<file path="config.mk">
export PLATFORM = sky130hd
export DESIGN_NAME = bus_watchdog
export DESIGN_NICKNAME = d
export VERILOG_FILES = /design/src/rtl/bwd_pkg.sv /design/src/rtl/bwd_bus_events.sv /design/src/rtl/bwd_period_hold.sv /design/src/rtl/bwd_timer.sv /design/src/rtl/bus_watchdog.sv
export SDC_FILE = /design/constraint.sdc
export NUM_CORES = 1
export LEC_CHECK = 0
export BUFFER_PORTS_ARGS = -buffer_cell sky130_fd_sc_hd__buf_2
export CORE_ASPECT_RATIO = 1.2
export CORE_UTILIZATION = 50
export CTS_BUF_LIST = sky130_fd_sc_hd__clkbuf_2 sky130_fd_sc_hd__clkbuf_4 sky130_fd_sc_hd__clkbuf_8
export CTS_CLUSTER_SIZE = 30
export DETAILED_ROUTE_END_ITERATION = 8
export PLACE_DENSITY = 0.75
export SETUP_SLACK_MARGIN = 0.15
export SLEW_MARGIN = 20
export SYNTH_ARGS = -nofsm -noshare
export SYNTH_HDL_FRONTEND = slang
export SYNTH_SLANG_ARGS = --single-unit
export TNS_END_PERCENT = 100
</file>
<file path="constraint.sdc">
create_clock -name clk -period 3.1 [get_ports clk]
set_input_delay 0.155 -clock clk [delete_from_list [all_inputs] [get_ports clk]]
set_output_delay 0.155 -clock clk [all_outputs]
set_load 0.02 [all_outputs]
</file>
<file path="src/rtl/bwd_pkg.sv">
package bwd_pkg;

  typedef enum logic [1:0] {
    PER_LONG  = 2'b00,
    PER_MID   = 2'b01,
    PER_SHORT = 2'b10,
    PER_OFF   = 2'b11
  } period_e;

  function automatic int unsigned max3(input int unsigned a, input int unsigned b,
                                       input int unsigned c);
    int unsigned m;
    m = (a > b) ? a : b;
    return (m > c) ? m : c;
  endfunction

endpackage

</file>
<file path="src/rtl/bwd_bus_events.sv">
// Samples the synchronized bus lines, finds START/STOP and the restart edge.
module bwd_bus_events (
  input  logic clk,
  input  logic rst,
  input  logic scl,
  input  logic sda,
  output logic kick,
  output logic stop_seen
);

  logic scl_q, sda_q;
  logic armed;
  logic start_now, stop_now, scl_fall;

  // Compare the live lines against the previous cycle's sample.
  assign start_now = scl && scl_q && sda_q && !sda;
  assign stop_now  = scl && scl_q && !sda_q && sda;
  assign scl_fall  = scl_q && !scl;

  always_ff @(posedge clk) begin
    if (rst) begin
      scl_q     <= 1'b1;
      sda_q     <= 1'b1;
      armed     <= 1'b0;
      kick      <= 1'b0;
      stop_seen <= 1'b0;
    end else begin
      scl_q     <= scl;
      sda_q     <= sda;
      kick      <= armed && scl_fall;
      stop_seen <= stop_now;
      if (start_now)
        armed <= 1'b1;
      else if (scl_fall || stop_now)
        armed <= 1'b0;
    end
  end

endmodule

</file>
<file path="src/rtl/bwd_period_hold.sv">
// Holds the period code in force; a requested code is loaded only on STOP.
module bwd_period_hold
  import bwd_pkg::*;
(
  input  logic       clk,
  input  logic       rst,
  input  logic       stop_seen,
  input  logic [1:0] code_req,
  output period_e    active
);

  always_ff @(posedge clk) begin
    if (rst)
      active <= PER_OFF;
    else if (stop_seen)
      active <= period_e'(code_req);
  end

endmodule

</file>
<file path="src/rtl/bwd_timer.sv">
// Tick counter with per-code limit, battery freeze and sticky timeout.
module bwd_timer
  import bwd_pkg::*;
#(
  parameter int unsigned T_LONG  = 800,
  parameter int unsigned T_MID   = 400,
  parameter int unsigned T_SHORT = 150,
  parameter int unsigned CNT_W   = 10
) (
  input  logic             clk,
  input  logic             rst,
  input  logic             tick,
  input  logic             on_battery,
  input  logic             kick,
  input  period_e          active,
  output logic [CNT_W-1:0] count,
  output logic [CNT_W-1:0] limit,
  output logic             wdo_n
);

  logic [CNT_W-1:0] count_inc;

  assign count_inc = count + 1'b1;

  always_comb begin
    case (active)
      PER_LONG:  limit = CNT_W'(T_LONG);
      PER_MID:   limit = CNT_W'(T_MID);
      PER_SHORT: limit = CNT_W'(T_SHORT);
      default:   limit = '0;
    endcase
  end

  always_ff @(posedge clk) begin
    if (rst) begin
      count <= '0;
      wdo_n <= 1'b1;
    end else if (active == PER_OFF || kick) begin
      count <= '0;
      wdo_n <= 1'b1;
    end else if (!wdo_n) begin
      count <= count;
    end else if (tick && !on_battery) begin
      if (count_inc >= limit) begin
        count <= limit;
        wdo_n <= 1'b0;
      end else begin
        count <= count_inc;
      end
    end
  end

endmodule

</file>
<file path="src/rtl/bus_watchdog.sv">
module bus_watchdog
  import bwd_pkg::*;
#(
  parameter int unsigned T_LONG  = 800,
  parameter int unsigned T_MID   = 400,
  parameter int unsigned T_SHORT = 150
) (
  input  logic       clk,
  input  logic       rst,
  input  logic       tick_ms,
  input  logic       scl,
  input  logic       sda,
  input  logic       on_battery,
  input  logic [1:0] period_code,
  output logic       wdo_n
);

  localparam int unsigned T_MAX = max3(T_LONG, T_MID, T_SHORT);
  localparam int unsigned CNT_W = $clog2(T_MAX + 1);

  logic             kick;
  logic             stop_seen;
  period_e          active;
  logic [CNT_W-1:0] count;
  logic [CNT_W-1:0] limit;

  bwd_bus_events u_events (
    .clk       (clk),
    .rst       (rst),
    .scl       (scl),
    .sda       (sda),
    .kick      (kick),
    .stop_seen (stop_seen)
  );

  bwd_period_hold u_period (
    .clk       (clk),
    .rst       (rst),
    .stop_seen (stop_seen),
    .code_req  (period_code),
    .active    (active)
  );

  bwd_timer #(
    .T_LONG  (T_LONG),
    .T_MID   (T_MID),
    .T_SHORT (T_SHORT),
    .CNT_W   (CNT_W)
  ) u_timer (
    .clk        (clk),
    .rst        (rst),
    .tick       (tick_ms),
    .on_battery (on_battery),
    .kick       (kick),
    .active     (active),
    .count      (count),
    .limit      (limit),
    .wdo_n      (wdo_n)
  );

endmodule

</file>
==> results by group, run 1 <==
Cells and area
  • Nets: 184
  • Antenna cells: 0
  • Area Growth Syn to Fin: 7.730%
  • Fraction of layout cells with a size suffix above 1: 20.25%

Timing
  • Final Max Slew Viols: 0
  • RSZ-0062 raised after global routing: no
  • Setup Skew: 0.004676 ns
  • Period utilization: 88.61%
  • Tmin final: 2.747 ns
  • Rel. slew slack: 78.48%
  • FMAX: 364.1 MHz
  • Final hold vios: 0
  • Setup_tns: 0 ns
  • Worst-Margin Slew: 0.3228 ns
  • Final setup violation count: 0

Setup path
  • Crit Path Category: reg -> reg
  • Crit start category: register
  • Critical Path RT: 3.31 ns
  • Worst EP arrival: 2.95 ns
  • Worst Path Max Fanout: 7
  • Crit end category: register

Floorplan
  • Die Ht: 57.05 µm
  • Die width: 47.87 µm
  • Core footprint: 2330 µm²
  • Floorplan row count: 19
  • Die ar.: 2731 µm²
  • IO Count: 9
  • Starting density of the core: 54.19%

Synthesis
  • Xor/xnor cell area share of the yosys netlist: 4.856%
  • Flops & latches, synth: 18
  • Seq/Total Area, Yosys: 28.54%
  • Post-synth ARST share: 0%
  • Synth Area in Compound Gates: 15.46%
  • Mux cell area share after synthesis: 2.379%
  • EDFF count, synth: 0
  • Post-Syn Area: 1262 µm²
  • Top post-synthesis cells by area: dfxtp_1 (29%), ha_1 (12%), nand2_1 (5.6%), nand3_1 (5.2%), xnor2_1 (3.5%)
  • Net Count, Synth: 173
  • Most numerous cell in the Yosys netlist: nand2_1
  • Adder-cell area share of the yosys netlist: 11.89%
  • Warnings, synthesis: 0
  • Synth cell count leaders: nand2_1 (19), dfxtp_1 (18), nand3_1 (13)
  • Simple-gate portion of the synthesized area: 28.94%
  • Post-Syn Instances: 153
  • Dominant cell type by area after synthesis: dfxtp_1
  • Top-area cell type share of the netlist area: 28.54%
  • Post-synth top flop: dfxtp_1
  • Syn_area_per_cell: 8.251 µm²
  • Largest family of logic cells by synthesized area: simple AND/OR/NAND/NOR gates
  • Distinct cell type count after synthesis: 41

GRT
  • Total GRT Usage: 22.71%
  • Vias in the first global route: 1089
  • Initial antenna violation count: 0
  • Top Usage Layer GRT: met2
  • Pin count of the biggest net entering global routing: 19
  • Overflow after GRT: 0
  • GR Layer Usage met1: 24.06%
  • Met3 Usage GRT: 5.380%
  • First-pass GRT wire length: 4416 µm
  • Grt met2 use: 37.64%

Routing
  • Via count: 1145
  • Drt pass-1 iters: 4
  • DRC violations left: 0
  • DR WL/cell: 13.55 µm
  • Routed vias/inst: 5.902
  • Post-route ant nets: 0
  • Total wire length: 2628 µm
  • Starting DRT DRC Count: 35

Clocking
  • CTS Buf Count: 3
  • Clock Latency Late Sink: 0.31 ns
  • CTS tree: built
  • # H-tree levels: 1
  • # clock sinks: 18
  • Max Root-Sink Buffers: 2
  • Clk root buf: clkbuf_4
  • Worst-path clk slew: 0.11 ns

Power and ir drop
  • Pwr dens: 319.2 nW/µm²
  • Peak VDD IR: 0.0002355 V
  • Leak pwr: 0.0005570 µW
  • Total Power: 434.2 µW

Hold path
  • HP Class: in -> reg

Run
  • Max-Cap Viols: 0

Placement
  • HPWL after detailed placement: 1978 µm
  • GPL Wtd Cong: 0.8276
  • Input/output buffers: 8

Run status
  • Status: completed
worst paths after layout:
path	from	to	slack (ns)	depth (start not counted)
worst min register to register	u_timer.wdo_n$_SDFF_PP1_	u_timer.wdo_n$_SDFF_PP1_	0.49	2
worst min-delay path	scl	u_events.kick$_SDFF_PP0_	0.03	2
worst max-delay path	u_timer.count[0]$_SDFFE_PP0P_	u_timer.count[1]$_SDFFE_PP0P_	0.35	11
worst max register to register	u_timer.count[0]$_SDFFE_PP0P_	u_timer.count[1]$_SDFFE_PP0P_	0.35	11
cells by family (layout without fill, tap and decap cells):
group,Yosys count,after routing
compound gates,27,27
xor+xnor,7,7
fa+ha+maj,12,12
buf+inv,17,27
flops,18,18
mux,3,3
simple gates,69,69
what timing repair did:
item                                   CTS  global route
endpoints found under the hold margin    0             0
setup endpoints to repair                8             7
buffers inserted                         2             0
gates cloned                             0             0
gates resized for setup                  0             3
pin swaps                                1             0
hold buffers                             0             0
where the power goes:
part | leakage, µW | switching, µW | total, µW | internal [µW]
logic | 0.000389 | 26.4 | 45.1 | 18.7
registers | 0.000147 | 2.26 | 236 | 234
clock network | 0.0000210 | 80.7 | 153 | 71.9
layout make-up:
| type | count | area [µm²] |
|---|---|---|
| Timing Repair Buffer | 13 | 77.57 |
| Inverter | 10 | 37.54 |
| Fill cell | 234 | 969.7 |
| Tap cell | 31 | 38.79 |
| Clock buffer | 4 | 36.28 |
| Sequential cell | 18 | 362.8 |
| Multi-Input combinational cell | 118 | 807.0 |
layout by cell type, fill, tap and decap left out, drive strengths merged, types with 4 or more instances in the layout:
cell type	instances
or3	4
nor2	6
o21ai	8
dfxtp	18
clkbuf	4
nand4	4
buf	13
ha	12
nand3	15
nor3	8
or2	4
xnor2	5
a21oi	5
inv	10
nand2	19
a31oi	5
metal layers:
layer	part of all wire, %	vias to the layer above
met5	0	-
met4	5.4	0
met3	4.3	22
met2	52	47
met1	39	516
li1	-	560
state kept, by name, indices dropped and copies added (netlist names):
| register | cells |
|---|---|
| u_events.scl_q | 1 |
| u_timer.count | 10 |
| u_timer.wdo_n | 1 |
| u_events.kick | 1 |
| u_period.active | 2 |
| u_events.sda_q | 1 |
| u_events.armed | 1 |
| u_events.stop_seen | 1 |
worst max-delay path: stages, from the launching register on:
cell	delay (ns)
dfxtp_1	0.47
ha_1	0.31
nand3_1	0.19
xnor2_1	0.17
ha_1	0.32
a21o_1	0.17
a21oi_1	0.22
nand4_2	0.17
o21ai_4	0.17
buf_4	0.18
mux2i_1	0.19
a21oi_1	0.08
metrics by stage:
step	instances	util, %	setup WS, ns	area [µm²]	hold slack, ns
detailed placement	188	55.85	0.1476	1301	0.3666
global route	194	58.38	0.1463	1360	0.02894
floorplan	153	-	0.5980	1262	0.2274
finish	194	58.38	0.3532	1360	0.02816
CTS	194	58.06	0.2570	1353	0.02741
global placement	188	55.85	0.3116	1301	0.3620
(Power assumes the default switching activity.)
==> inputs of run 2 (changes only) <==
--- a/config.mk
+++ b/config.mk
@@ -11,7 +11,9 @@
 export CTS_BUF_LIST = sky130_fd_sc_hd__clkbuf_2 sky130_fd_sc_hd__clkbuf_4 sky130_fd_sc_hd__clkbuf_8
 export CTS_CLUSTER_SIZE = 30
 export DETAILED_ROUTE_END_ITERATION = 8
+export GPL_ROUTABILITY_DRIVEN = 0
 export PLACE_DENSITY = 0.75
+export REMOVE_ABC_BUFFERS = 1
 export SETUP_SLACK_MARGIN = 0.15
 export SLEW_MARGIN = 20
 export SYNTH_ARGS = -nofsm -noshare
==> constraint.sdc (replaced) <==
create_clock -name clk -period 3.55 [get_ports clk]
set_input_delay 0.1775 -clock clk [delete_from_list [all_inputs] [get_ports clk]]
set_output_delay 0.1775 -clock clk [all_outputs]
set_load 0.02 [all_outputs]
==> run 2 against run 1 <==
  * Global-route usage decreased by 2.0 points
  * Sequential share of layout area increased by 0.72 points
  * Sequential power decreased by 12%
  * Combinational power decreased by 23%
  * Maximum frequency decreased by 7.4%
==> results by group, run 2 (synthesized netlist as in run 1, its figures left out) <==
Timing
  • RSZ-0062 raised after global routing: no (unchanged)
  • Tmin final: 2.966 ns (was 2.747 ns)
  • Period utilization: 83.56% (was 88.61%)
  • FMAX: 337.1 MHz (was 364.1 MHz)
  • Final setup violation count: 0 (unchanged)
  • Final hold vios: 0 (unchanged)
  • Worst-Margin Slew: 0.9258 ns (was 0.3228 ns)
  • Setup Skew: 0.006494 ns (was 0.004676 ns)
  • Rel. slew slack: 37.80% (was 78.48%)
  • Final Max Slew Viols: 0 (unchanged)
  • Setup_tns: 0 ns (unchanged)

Floorplan
  • Die width: 47.87 µm (unchanged)
  • Die Ht: 57.05 µm (unchanged)
  • Core footprint: 2330 µm² (unchanged)
  • Starting density of the core: 54.19% (unchanged)
  • IO Count: 9 (unchanged)
  • Floorplan row count: 19 (unchanged)
  • Die ar.: 2731 µm² (unchanged)

Setup path
  • Crit-path cells: nand4_1 -> nor3_1 -> nand3_1 -> xnor2_1 -> ha_1 -> a21oi_1 -> nand4_2 -> o21ai_4 -> mux2i_1 -> nand3_1 (was ha_1 -> nand3_1 -> xnor2_1 -> ha_1 -> a21o_1 -> a21oi_1 -> nand4_2 -> o21ai_4 -> buf_4 -> mux2i_1 -> a21oi_1)
  • Critical Path RT: 3.73 ns (was 3.31 ns)
  • Crit Path Category: reg -> reg (unchanged)
  • CP bufs+invs: 0 (was 1)
  • Crit start category: register (unchanged)
  • Largest stage delay on the critical path: 0.48 ns (was 0.47 ns)
  • Worst Path Max Fanout: 18 (was 7)
  • Slowest stage cell, crit path: dfxtp_1 (unchanged)
  • Cell mode on critical path: nand3_1
  • Crit end category: register (unchanged)
  • Cell family with the largest share of critical-path delay: simple AND/OR/NAND/NOR gates (was compound AO/OA/AOI/OAI gates)
  • Worst EP arrival: 3.15 ns (was 2.95 ns)

Routing
  • Total wire length: 2435 µm (was 2628 µm)
  • Routed vias/inst: 5.698 (was 5.902)
  • Post-route ant nets: 0 (unchanged)
  • Starting DRT DRC Count: 21 (was 35)
  • DR WL/cell: 12.88 µm (was 13.55 µm)
  • DRC violations left: 0 (unchanged)
  • Drt pass-1 iters: 4 (unchanged)
  • Via count: 1077 (was 1145)

Cells and area
  • # fillers: 256 (was 234)
  • Fraction of layout cells with a size suffix above 1: 15.82% (was 20.25%)
  • Finished Layout Cells: 189 (was 194)
  • Commonest non-fill, non-tap cell in the layout: nand2_1 (unchanged)
  • Final core occ: 56.44% (was 58.38%)
  • Largest reg by FF count: u_timer.count (unchanged)
  • Multi-input logic area: 802.0 µm² (was 807.0 µm²)
  • FF/Latch Area: 360.3 µm² (was 362.8 µm²)
  • Biggest regs: u_timer.count: 10 flops, u_period.active: 2 flops (unchanged)
  • Nets: 179 (was 184)
  • Area Growth Syn to Fin: 4.162% (was 7.730%)
  • Antenna cells: 0 (unchanged)
  • Most frequent cells in the layout: nand2_1 (19), dfxtp_1 (18), nand3_1 (13) (was nand2_1 (19), dfxtp_1 (16), nand3_1 (13))
  • Largest register FFs: 10 (unchanged)

Clocking
  • Max Root-Sink Buffers: 2 (unchanged)
  • Clock Latency Late Sink: 0.30 ns (was 0.31 ns)
  • CTS tree: built (unchanged)
  • Worst-path clk slew: 0.11 ns (about the same)
  • Clk root buf: clkbuf_4 (unchanged)
  • Post-CTS setup buffer count: 0 (was 2)
  • CTS Hold Bufs: 0 (unchanged)
  • # clock sinks: 18 (unchanged)
  • # H-tree levels: 1 (unchanged)
  • CTS Buf Count: 3 (unchanged)
  • Post-CTS Resized: 0 (unchanged)

Placement
  • Input/output buffers: 8 (unchanged)
  • Placed cells: 185 (was 188)
  • HPWL after detailed placement: 1868 µm (was 1978 µm)

Hold path
  • HP Class: in -> reg (unchanged)

GRT
  • Met3 Usage GRT: 2.215% (was 5.380%)
  • Total GRT Usage: 20.72% (was 22.71%)
  • First-pass GRT wire length: 4195 µm (was 4416 µm)
  • Pin count of the biggest net entering global routing: 19 (unchanged)
  • Grt met2 use: 33.78% (was 37.64%)
  • Initial antenna violation count: 0 (unchanged)
  • GR Layer Usage met1: 25.29% (was 24.06%)
  • Vias in the first global route: 1054 (was 1089)
  • Overflow after GRT: 0 (unchanged)
  • Top Usage Layer GRT: met2 (unchanged)

Run
  • Max-Cap Viols: 0 (unchanged)

Power and ir drop
  • Leak pwr: 0.0005286 µW (was 0.0005570 µW)
  • Pwr dens: 281.2 nW/µm² (was 319.2 nW/µm²)
  • Peak VDD IR: 0.0001880 V (was 0.0002355 V)

Run status
  • Status: completed (unchanged)
run 2: cell count changes in the layout (fill, tap and decap cells not counted), sizes merged:
cell  delta
buf      -5
run 2: area by class of cell:
cell class,count,area share [%]
clock buffer,4,2.759
inverter,10,2.854
multi-input combinational,118,60.99
sequential,18,27.40
tap,31,2.950
timing repair buffer,8,3.045
run 2: stage by stage:
stage | worst slack (ns) | instance area [µm²] | power (µW) | hold slack, ns
4_1_cts | 0.5984 | 1315 | 371.7 | 0.08156
2_1_floorplan | 0.9925 | 1200 | 234.4 | 0.2499
3_5_place_dp | 0.6247 | 1279 | 245.6 | 0.3920
5_1_grt | 0.3410 | 1315 | 383.1 | 0.08195
6_report | 0.5837 | 1315 | 369.8 | 0.07876
3_3_place_gp | 0.7799 | 1279 | 244.3 | 0.3856
run 2: tightest hold or removal path, stage by stage:
cell and delay (ns):
buf_2 0.08, inv_1 0.05, nand2_1 0.05
run 2: layer usage:
| layer | vias to the layer above | wire length, µm |
|---|---|---|
| met4 | 0 | 39 |
| met1 | 506 | 1118 |
| met2 | 17 | 1220 |
| li1 | 550 | - |
| met5 | - | 0 |
| met3 | 4 | 57 |
run 2: path summary, 6_finish.rpt:
check                                      from                            end  slack (ns)  cells past startpoint
setup reg to reg  u_timer.count[3]$_SDFFE_PP0P_  u_timer.count[9]$_SDFFE_PP0P_        0.58                     10
hold reg to reg        u_timer.wdo_n$_SDFF_PP1_       u_timer.wdo_n$_SDFF_PP1_        0.50                      2
hold / removal                              sda      u_events.sda_q$_SDFF_PP1_        0.08                      3
setup / recovery  u_timer.count[3]$_SDFFE_PP0P_  u_timer.count[9]$_SDFFE_PP0P_        0.58                     10
run 2: power breakdown:
part           internal [µW]  total (µW)  switching (µW)
clock network           62.5         128            65.9
logic                   12.9        34.8            21.9
registers                205         207            2.01
